==> src/rtl/secded_pkg.sv <==
package secded_pkg;
  localparam int DATA_W  = 64;
  localparam int HAM_W   = 7;
  localparam int CODE_W  = DATA_W + HAM_W + 1;
  localparam int LANES   = CODE_W / 8;
  localparam int NBYTES  = DATA_W / 8;

  typedef enum logic [1:0] {
    MODE_RAW   = 2'b00,
    MODE_DET   = 2'b01,
    MODE_COR   = 2'b10,
    MODE_SCRUB = 2'b11
  } imode_e;

  // Hamming position of data bit j: j-th position that is not a power of two
  function automatic int dpos(int j);
    int cnt = 0;
    int r = 0;
    for (int p = 1; p < 128; p++) begin
      if ((p & (p - 1)) != 0) begin
        if (cnt == j && r == 0) r = p;
        cnt++;
      end
    end
    return r;
  endfunction

  function automatic logic [DATA_W-1:0] cmask(int i);
    logic [DATA_W-1:0] m = '0;
    for (int j = 0; j < DATA_W; j++) m[j] = ((dpos(j) >> i) & 1) == 1;
    return m;
  endfunction
endpackage

==> src/rtl/secded_enc.sv <==
module secded_enc
  import secded_pkg::*;
(
  input  logic [DATA_W-1:0] data_i,
  output logic [CODE_W-1:0] code_o
);
  logic [HAM_W-1:0] chk;

  for (genvar i = 0; i < HAM_W; i++) begin : g_chk
    localparam logic [DATA_W-1:0] M = cmask(i);
    assign chk[i] = ^(data_i & M);
  end

  assign code_o = {^{chk, data_i}, chk, data_i};
endmodule

==> src/rtl/secded_dec.sv <==
module secded_dec
  import secded_pkg::*;
(
  input  logic [CODE_W-1:0] code_i,
  output logic [DATA_W-1:0] data_o,
  output logic              sbe_o,
  output logic              mbe_o
);
  logic [HAM_W-1:0] syn;
  logic             odd;

  for (genvar i = 0; i < HAM_W; i++) begin : g_syn
    localparam logic [DATA_W-1:0] M = cmask(i);
    assign syn[i] = ^(code_i[DATA_W-1:0] & M) ^ code_i[DATA_W+i];
  end

  assign odd   = ^code_i;
  // odd parity with syndrome 0 is a fault in the parity bit itself
  assign sbe_o = odd && (syn < 7'(CODE_W));
  assign mbe_o = (!odd && syn != '0) || (odd && syn >= 7'(CODE_W));

  for (genvar j = 0; j < DATA_W; j++) begin : g_fix
    localparam int P = dpos(j);
    assign data_o[j] = code_i[j] ^ (sbe_o && syn == 7'(P));
  end
endmodule

==> src/rtl/secded_mem_path.sv <==
module secded_mem_path
  import secded_pkg::*;
#(
  parameter int AW = 16
) (
  input  logic              clk_i,
  input  logic              rst_ni,
  input  logic [1:0]        mode_i,
  input  logic              req_i,
  input  logic              req_we_i,
  input  logic [NBYTES-1:0] req_be_i,
  input  logic [AW-1:0]     req_addr_i,
  input  logic [DATA_W-1:0] req_wdata_i,
  output logic              req_ready_o,
  output logic              rsp_valid_o,
  output logic [DATA_W-1:0] rsp_data_o,
  output logic              mem_en_o,
  output logic              mem_we_o,
  output logic [LANES-1:0]  mem_be_o,
  output logic [AW-1:0]     mem_addr_o,
  output logic [CODE_W-1:0] mem_wdata_o,
  input  logic [CODE_W-1:0] mem_rdata_i,
  output logic              err_sbe_o,
  output logic              err_mbe_o,
  output logic [AW-1:0]     err_addr_o
);
  typedef enum logic [1:0] {S_IDLE, S_RD, S_MRG, S_WB} st_e;

  st_e               st_q;
  logic [AW-1:0]     addr_q;
  logic [NBYTES-1:0] be_q;
  logic [DATA_W-1:0] wdata_q, wb_data_q;
  logic [1:0]        mode_q;

  logic              accept, full, need_rmw, checking;
  logic [DATA_W-1:0] corr, rd_data, merged, enc_in;
  logic [CODE_W-1:0] enc_out;
  logic              dec_sbe, dec_mbe, ev_sbe, ev_mbe;

  assign req_ready_o = (st_q == S_IDLE);
  assign accept      = req_i && req_ready_o;
  assign full        = &req_be_i;
  assign need_rmw    = req_we_i && !full && (mode_i != MODE_RAW);

  secded_dec u_dec (
    .code_i (mem_rdata_i),
    .data_o (corr),
    .sbe_o  (dec_sbe),
    .mbe_o  (dec_mbe)
  );

  assign checking = (mode_q != MODE_RAW);
  assign rd_data  = mode_q[1] ? corr : mem_rdata_i[DATA_W-1:0];
  assign ev_sbe   = checking && dec_sbe;
  assign ev_mbe   = checking && dec_mbe;

  always_comb begin
    for (int k = 0; k < NBYTES; k++)
      merged[k*8 +: 8] = be_q[k] ? wdata_q[k*8 +: 8] : rd_data[k*8 +: 8];
  end

  assign enc_in = (st_q == S_WB) ? wb_data_q : req_wdata_i;

  secded_enc u_enc (
    .data_i (enc_in),
    .code_o (enc_out)
  );

  assign mem_wdata_o = enc_out;

  always_comb begin
    mem_en_o   = 1'b0;
    mem_we_o   = 1'b0;
    mem_be_o   = '0;
    mem_addr_o = addr_q;
    unique case (st_q)
      S_IDLE: begin
        mem_addr_o = req_addr_i;
        if (req_i) begin
          mem_en_o = 1'b1;
          if (req_we_i && !need_rmw) begin
            mem_we_o = 1'b1;
            mem_be_o = full ? '1 : {1'b0, req_be_i};
          end
        end
      end
      S_WB: begin
        mem_en_o = 1'b1;
        mem_we_o = 1'b1;
        mem_be_o = '1;
      end
      default: ;
    endcase
  end

  always_ff @(posedge clk_i or negedge rst_ni) begin
    if (!rst_ni) begin
      st_q      <= S_IDLE;
      addr_q    <= '0;
      be_q      <= '0;
      wdata_q   <= '0;
      mode_q    <= MODE_RAW;
      wb_data_q <= '0;
    end else begin
      unique case (st_q)
        S_IDLE: if (accept) begin
          addr_q  <= req_addr_i;
          be_q    <= req_be_i;
          wdata_q <= req_wdata_i;
          mode_q  <= mode_i;
          st_q    <= !req_we_i ? S_RD : (need_rmw ? S_MRG : S_IDLE);
        end
        S_RD: begin
          wb_data_q <= corr;
          st_q      <= (mode_q == MODE_SCRUB && dec_sbe) ? S_WB : S_IDLE;
        end
        S_MRG: begin
          wb_data_q <= merged;
          st_q      <= S_WB;
        end
        default: st_q <= S_IDLE;
      endcase
    end
  end

  always_ff @(posedge clk_i or negedge rst_ni) begin
    if (!rst_ni) begin
      rsp_valid_o <= 1'b0;
      rsp_data_o  <= '0;
      err_sbe_o   <= 1'b0;
      err_mbe_o   <= 1'b0;
      err_addr_o  <= '0;
    end else begin
      rsp_valid_o <= (st_q == S_RD);
      if (st_q == S_RD) rsp_data_o <= rd_data;
      err_sbe_o   <= (st_q == S_RD || st_q == S_MRG) && ev_sbe;
      err_mbe_o   <= (st_q == S_RD || st_q == S_MRG) && ev_mbe;
      err_addr_o  <= addr_q;
    end
  end
endmodule

==> config.mk <==
export PLATFORM = sky130hd
export DESIGN_NAME = secded_mem_path
export DESIGN_NICKNAME = d
export VERILOG_FILES = /design/src/rtl/secded_pkg.sv /design/src/rtl/secded_enc.sv /design/src/rtl/secded_dec.sv /design/src/rtl/secded_mem_path.sv
export SDC_FILE = /design/constraint.sdc
export NUM_CORES = 1
export LEC_CHECK = 0
export CORE_ASPECT_RATIO = 1.2
export CORE_UTILIZATION = 65
export CTS_CLUSTER_SIZE = 28
export DETAILED_ROUTE_END_ITERATION = 16
export DONT_BUFFER_PORTS = 1
export PLACE_DENSITY_LB_ADDON = 0.25
export SYNTH_ARGS = -nofsm -noshare
export SYNTH_HDL_FRONTEND = slang
export SYNTH_HIERARCHICAL = 1
export SYNTH_SLANG_ARGS = --single-unit
export TNS_END_PERCENT = 5
==> constraint.sdc <==
create_clock -name clk_i -period 5.1 [get_ports clk_i]
set_clock_uncertainty 0.15 [all_clocks]
set_input_delay 0.255 -clock clk_i [delete_from_list [all_inputs] [get_ports clk_i]]
set_output_delay 0.255 -clock clk_i [all_outputs]
set_load 0.03 [all_outputs]
==> impl_results.md, run 1 <==
- RSZ-0062 raised after global routing: false
- Synth Register Bits: 239
- CTS Root Cell: clkbuf_16
- Largest net degree at the start of global routing: 240
- Initial DRC Count: 764
- Critical path buffer and inverter count: 1
- Slowest stage delay, CP: 0.54 ns
- CTS clk-pin slew, worst paths: 0.06 ns
- Die Wd: 147 um
- Post-synth EDFFs: 0
- GRT Util Overall: 38.6%
- Clock Latency Late Sink: between 0.5 and 0.6 ns
- Setup CP Type: flip-flop to output port
- Ys async rst share: 100%
- Worst path arrival time: about 4.7 ns
- Hold Crit Class: input port to asynchronous set/reset pin
- Mapped Nets: around 1600
- Library cells used by synthesis: 52
- Grt ovf: 0
- Total number of vias: 11800
- Nets: 1668
- Final worst-path cycle share: 99.7%
- Drt first pass iters: 5
- Initial core utilization: 66.4%
- Worst slew pin tran: 1.13 ns
- CP max stage cell: xnor3_1
- Crit path max fanout: 40
- Maximum buffer depth of the clock tree: 3
- Post-Syn Area per Cell: 11.4 um^2
- Max H-tree Level: 1
- Outcome: complete, but fails checks
- Final ANT Viol Nets: 0
- Fin Setup TNS: 0 ns
- Storage cell area: 5980 um^2
- Multi-input logic area: 9610 um^2
- Drt via density: 6.42
- Violated checks: hold timing
- Max-slew violations: 0
- Sequential fraction of the synthesis area: 36.4%
- N_diodes: 0
- Critical path cell sequence: ha_2 > buf_12 > mux2_2 > xnor2_1 > xnor3_1 > xnor3_4 > xnor3_2 > xnor3_1 > xnor3_2
- Port Buf Inserts: 0
- Layout area overhead: 12.5%
- CTS tree: built
- Endpoints failing setup: 0
- Cell Rows: 63
- Slew headroom: ~25%
- First-pass GRT wire length: 74900 um
- Mapped Area: 16400 um^2
- Clock sink total: 239
- GP Congestion: 0.978
- CP Data Required Time: 4.70 ns
- CP Capture Type: output port
- Dpl hpwl: 33500 um
- Syn. warnings: 6
- Core area: 24800 um^2
- Final min period: 5.08 ns
- Ys flop type: dfrtp_1
- Post-CTS Setup Inserts: 0
- Final Routed Wirelength: 50600 um
- Worst path top cell family by delay: XOR/XNOR gates
- Hold slack: -0.748 ns
- WL per Instance: around 28 um
- Startpoint Class: flip-flop
- Total die area: 25900 um^2
- Chip Height: 176 um
- Number of max-cap violations: 0
- TritonCTS Buffers: 27
- Vias in the first global route: around 12000
- Max Fclk: 0.197 GHz
- Drt drc: 0
- Antenna violations before repair: 0
- Final Hold Fails: 239
- Hold_buf cts: 157
- Fillers: 1653
- IO Count: between 300 and 400
- Mapped Cells: 1442
- Fraction of layout cells with a size suffix above 1: between 20% and 30%
[kinds of logic (layout without fill, tap and decap cells)]
logic type	count (synthesis)	in the layout	share of synthesized area (%)
buf+inv	149	222	5.39
xor+xnor	299	299	20.6
compound gates	147	147	6.26
fa+ha+maj	4	4	0.305
flops	239	239	36.4
mux	299	299	20.9
simple gates	305	305	10.2
[worst paths after layout]
path                                         from                          to  slack, ns  cells past startpoint
hold reg to reg            addr_q[12]$_DFFE_PN0P_    err_addr_o[12]$_DFF_PN0_       0.25                      0
hold / removal                             rst_ni  rsp_data_o[49]$_DFFE_PN0P_      -0.75                      0
min in group clk_i                          req_i       addr_q[4]$_DFFE_PN0P_       0.12                      2
setup / recovery              st_q[1]$_DFFE_PN0P_             mem_wdata_o[71]       0.02                      9
setup reg to reg              st_q[0]$_DFFE_PN0P_         st_q[0]$_DFFE_PN0P_       2.10                      6
max in group asynchronous                  rst_ni   rsp_data_o[7]$_DFFE_PN0P_       5.05                      0
[Yosys cell counts (3+ instances only)]
cell type	n	share of area, %
a31o_2	9	0.48
buf_4	64	2.9
nand2_1	36	0.82
nand4b_1	3	0.16
dfrtp_1	239	36
or3_1	5	0.19
nor2_1	79	1.8
ha_1	4	0.30
mux2_1	7	0.48
xnor3_1	42	5.8
xnor2_1	189	10
nor3_1	6	0.18
mux2_2	271	19
buf_2	33	1.0
and2_1	4	0.15
clkbuf_1	34	0.78
buf_6	6	0.41
xnor3_2	6	0.87
nand2b_1	133	5.1
buf_1	5	0.11
mux2_4	20	1.8
nand3_1	8	0.24
o211ai_1	64	2.9
xnor2_2	4	0.40
or2_2	3	0.11
inv_1	7	0.16
a31oi_1	65	2.5
nand4_1	3	0.11
nor4_1	10	0.38
xor2_1	54	2.9
[cells in the final DEF (no fill, tap or decap), drive strengths merged, types with 3 or more instances in the layout]
master | synthesis | layout
mux2 | 298 | 298
dfrtp | 239 | 239
xnor2 | 193 | 193
dlygate4sd3 | 0 | 157
nand2b | 134 | 134
nor2 | 80 | 80
a31oi | 65 | 65
o211ai | 64 | 64
xor2 | 54 | 54
xnor3 | 49 | 49
clkbuf | 34 | 39
nand2 | 37 | 37
buf | 108 | 12
nor4 | 12 | 12
a31o | 9 | 9
nor3 | 9 | 9
nand3 | 8 | 8
inv | 7 | 8
or3 | 5 | 5
clkinv | 0 | 5
and2 | 4 | 4
ha | 4 | 4
nand4 | 3 | 3
or2 | 3 | 3
nand4b | 3 | 3
xor3 | 3 | 3
[area by class of cell]
type / instances / share of cell area [%]
Clock inverter: 7 / 0.244
Clock buffer: 39 / 4.06
Sequential cell: 239 / 32.3
Multi-Input combinational cell: 1054 / 52.0
Timing Repair Buffer: 169 / 9.05
Tap cell: 325 / 2.20
Inverter: 7 / 0.142
[layer usage]
layer | part of all wire, % | up-vias | track usage [%]
li1 | - | 5075 | -
met1 | 37 | 5852 | 46.5
met2 | 48 | 715 | 63.8
met3 | 9.5 | 162 | 9.30
met4 | 5.6 | 0 | 20.7
met5 | 0 | - | 0
[metrics by stage]
| stage | area, um^2 | utilization (%) | setup slack [ns] | std cells | hold slack (ns) |
|---|---|---|---|---|---|
| 2_1_floorplan | 16400 | - | 1.01 | 1442 | -0.191 |
| 3_3_place_gp | 16100 | 65.1 | 0.641 | 1637 | -0.182 |
| 3_5_place_dp | 16100 | 65.1 | 0.580 | 1637 | -0.183 |
| 4_1_cts | 18500 | 74.7 | 0.00879 | 1840 | -0.763 |
| 5_1_grt | 18500 | 74.7 | 0.00849 | 1840 | -0.765 |
| 6_report | 18500 | 74.7 | 0.0163 | 1840 | -0.748 |
[state kept, by name, summed over array words and instances (netlist names)]
register,cells
be_q,8
err_addr_o,16
wb_data_q,64
wdata_q,64
rsp_data_o,64
st_q,2
err_sbe_o,1
err_mbe_o,1
rsp_valid_o,1
mode_q,2
addr_q,16
[what timing repair did]
item                                   CTS  global route
setup endpoints to repair                0             1
gates resized for setup                  0             1
endpoints found under the hold margin  459           239
Power of run 1 is left out: the tool's default activity adds up to more than one toggle a clock period on the data nets, which glitch-free logic cannot reach.
==> inputs of run 2 (changes only) <==
--- a/config.mk
+++ b/config.mk
@@ -5,8 +5,10 @@
 export SDC_FILE = /design/constraint.sdc
 export NUM_CORES = 1
 export LEC_CHECK = 0
+export CELL_PAD_IN_SITES_DETAIL_PLACEMENT = 0
+export CELL_PAD_IN_SITES_GLOBAL_PLACEMENT = 1
 export CORE_ASPECT_RATIO = 1.2
-export CORE_UTILIZATION = 65
+export CORE_UTILIZATION = 51
 export CTS_CLUSTER_SIZE = 28
 export DETAILED_ROUTE_END_ITERATION = 16
 export DONT_BUFFER_PORTS = 1
==> constraint.sdc (replaced) <==
create_clock -name clk_i -period 5.7 [get_ports clk_i]
set_clock_uncertainty 0.15 [all_clocks]
set_input_delay 0.285 -clock clk_i [delete_from_list [all_inputs] [get_ports clk_i]]
set_output_delay 0.285 -clock clk_i [all_outputs]
set_load 0.03 [all_outputs]
==> run 2 against run 1 <==
  * The flow finishes with violations (DRC, hold timing)
  * Cell count rose by 4.2%
  * Via count fell by 2.6%
  * Global-route usage fell by 7.4 points
  * Register-to-register slack improved by 0.72 ns
  * Hold slack improved by 0.040 ns
  * Cell area rose by 0.61%
  * Critical path depth rose by 1
  * Clock-buffer cell count rose by 3
  * Non-clock buffer count fell by 2
  * Largest cell class unchanged
==> impl_results.md, run 2 (synthesized netlist as in run 1, its figures left out) <==
- Drt via density: 6.00 (was 6.42)
- Final Hold Fails: 239 (unchanged)
- TritonCTS Buffers: 27 (unchanged)
- Area post-placement: 16200 um^2 (was 16100 um^2)
- Cells on worst reg2reg path: 5 (was 6)
- Chip Height: 199 um (was 176 um)
- Max Fclk: about 0.18 GHz
- Post-CTS Setup Inserts: 0 (unchanged)
- Final ANT Viol Nets: 0 (unchanged)
- Most common cell after layout, fill and taps aside: mux2_2 (unchanged)
- GP Congestion: 0.908 (was 0.978)
- Initial DRC Count: 794 (was 764)
- Max-slew violations: 0 (unchanged)
- Most used cell along the critical path: xnor3_1
- CP Data Required Time: 5.27 ns (was 4.70 ns)
- Outcome: complete, but fails checks (unchanged)
- CP Launch Point: st_q[1]$_DFFE_PN0P_ (unchanged)
- Critical path cell sequence: ha_2 > buf_4 > buf_4 > mux2_2 > xnor2_1 > xnor3_2 > xnor3_1 > xnor3_2 > xnor3_1 > xnor3_1 (was ha_2 > buf_12 > mux2_2 > xnor2_1 > xnor3_1 > xnor3_4 > xnor3_2 > xnor3_1 > xnor3_2)
- Grt ovf: 0 (unchanged)
- Slowest stage delay, CP: 0.50 ns (was 0.54 ns)
- Layout Utilization: 59.0% (was 74.7%)
- Fraction of layout cells with a size suffix above 1: 25.2% (was 25.1%)
- Worst path top cell family by delay: XOR/XNOR gates (unchanged)
- CP max stage cell: mux2_2 (was xnor3_1)
- Clock sink total: 239 (unchanged)
- Final Routed Wirelength: 51800 um (was 50600 um)
- Largest net degree at the start of global routing: 240 (unchanged)
- RSZ-0062 raised after global routing: false (unchanged)
- Port Buf Inserts: 0 (unchanged)
- Critical path buffer and inverter count: 2 (was 1)
- Biggest regs: rsp_data_o x64, wb_data_q x64, wdata_q x64 (unchanged)
- Clock Latency Late Sink: 0.55 ns (about the same)
- Most frequent cells in the layout: 271 x mux2_2, 238 x dfrtp_1, 189 x xnor2_1 (unchanged)
- WL per Instance: 27.0 um (was 27.5 um)
- Total number of vias: 11500 (was 11800)
- IO Count: 349 (unchanged)
- Number of max-cap violations: 0 (unchanged)
- Vias in the first global route: 11800 (was 12300)
- R2R Path End: wdata_q[25]$_DFFE_PN0P_ (was st_q[0]$_DFFE_PN0P_)
- Endpoints failing setup: 0 (unchanged)
- CTS clk-pin slew, worst paths: 0.06 ns (about the same)
- Violated checks: DRC, hold timing (was hold timing)
- Final worst-path cycle share: between 90% and 100%
- Die Wd: 166 um (was 147 um)
- Worst slew pin tran: 1.02 ns (was 1.13 ns)
- Fin Setup TNS: 0 ns (unchanged)
- Nets: 1666 (was 1668)
- Worst reg2reg setup slack: 2.82 ns (was 2.10 ns)
- Initial core utilization: 52.1% (was 66.4%)
- Drt drc: 19 (was 0)
- Cell Rows: 71 (was 63)
- Fillers: 2627 (was 1653)
- Crit path max fanout: 24 (was 40)
- Hold Crit Class: input port to asynchronous set/reset pin (unchanged)
- CP Capture Type: output port (unchanged)
- Final min period: 5.48 ns
- Max H-tree Level: 1 (unchanged)
- Maximum buffer depth of the clock tree: 3 (unchanged)
- Core area: 31500 um^2 (was 24800 um^2)
- Startpoint Class: flip-flop (unchanged)
- Layout area overhead: 13.2% (was 12.5%)
- CTS Root Cell: clkbuf_16 (unchanged)
- CTS tree: built (unchanged)
- Cts repair resizes: 0 (unchanged)
- Hold_buf cts: 157 (unchanged)
- Drt first pass iters: 13 (was 5)
- Reg-to-Reg Start: st_q[1]$_DFFE_PN0P_ (was st_q[0]$_DFFE_PN0P_)
- Worst path arrival time: 5.04 ns (was 4.68 ns)
- Total die area: 33000 um^2 (was 25900 um^2)
- Hold slack: -0.708 ns (was -0.748 ns)
- Slew headroom: 32.0% (was 24.7%)
- Setup CP Type: flip-flop to output port (unchanged)
- First-pass GRT wire length: 76200 um (was 74900 um)
- Final instance area: 18600 um^2 (was 18500 um^2)
- GRT Util Overall: 31.2% (was 38.6%)
- Dpl hpwl: 36000 um (was 33500 um)
- Antenna violations before repair: 2 (was 0)
run 2: changes by cell type in the layout (fill, tap and decap cells not counted), sizes merged:
cell	delta
buf	-2
clkbuf	+3
clkinvlp	-1
diode	+2
inv	-1
run 2: worst max path at each step:
stage | slack, ns | depth (start not counted) | endpoint
2_1_floorplan | 1.58 | 10 | mem_wdata_o[71]
3_3_place_gp | 0.90 | 10 | mem_wdata_o[71]
3_5_place_dp | 0.83 | 10 | mem_wdata_o[71]
4_1_cts | 0.23 | 10 | mem_wdata_o[71]
5_1_grt | 0.09 | 10 | mem_wdata_o[71]
6_report | 0.22 | 10 | mem_wdata_o[71]
run 2: through the flow:
step / worst slack [ns] / instances
final: 0.224 / 1917
after global routing: 0.0891 / 1917
after CTS: 0.226 / 1915
after detailed placement: 0.832 / 1711
after global placement: 0.896 / 1711
after floorplan: 1.58 / 1442
run 2: area by class of cell:
class / instances / area (um^2) / area share, %
inverters: 7 / 26.3 / 0.141
diodes: 2 / 5.00 / 0.0269
well taps: 401 / 502 / 2.70
flip-flops and latches: 239 / 5980 / 32.2
multi-input cells: 1054 / 9610 / 51.6
repair buffers: 167 / 1650 / 8.85
clock inverters: 5 / 25.0 / 0.134
clock buffers: 42 / 812 / 4.36
run 2: per-layer routing:
metal  track usage (%)  up-vias  routed length [um]
met5                 0        -                   0
met4              14.7        0                2160
met3              7.58       95                4250
met2              52.4      513               25100
met1              37.9     5815               20300
li1                  -     5072                   -
Power of run 2 is left out for the same reason.
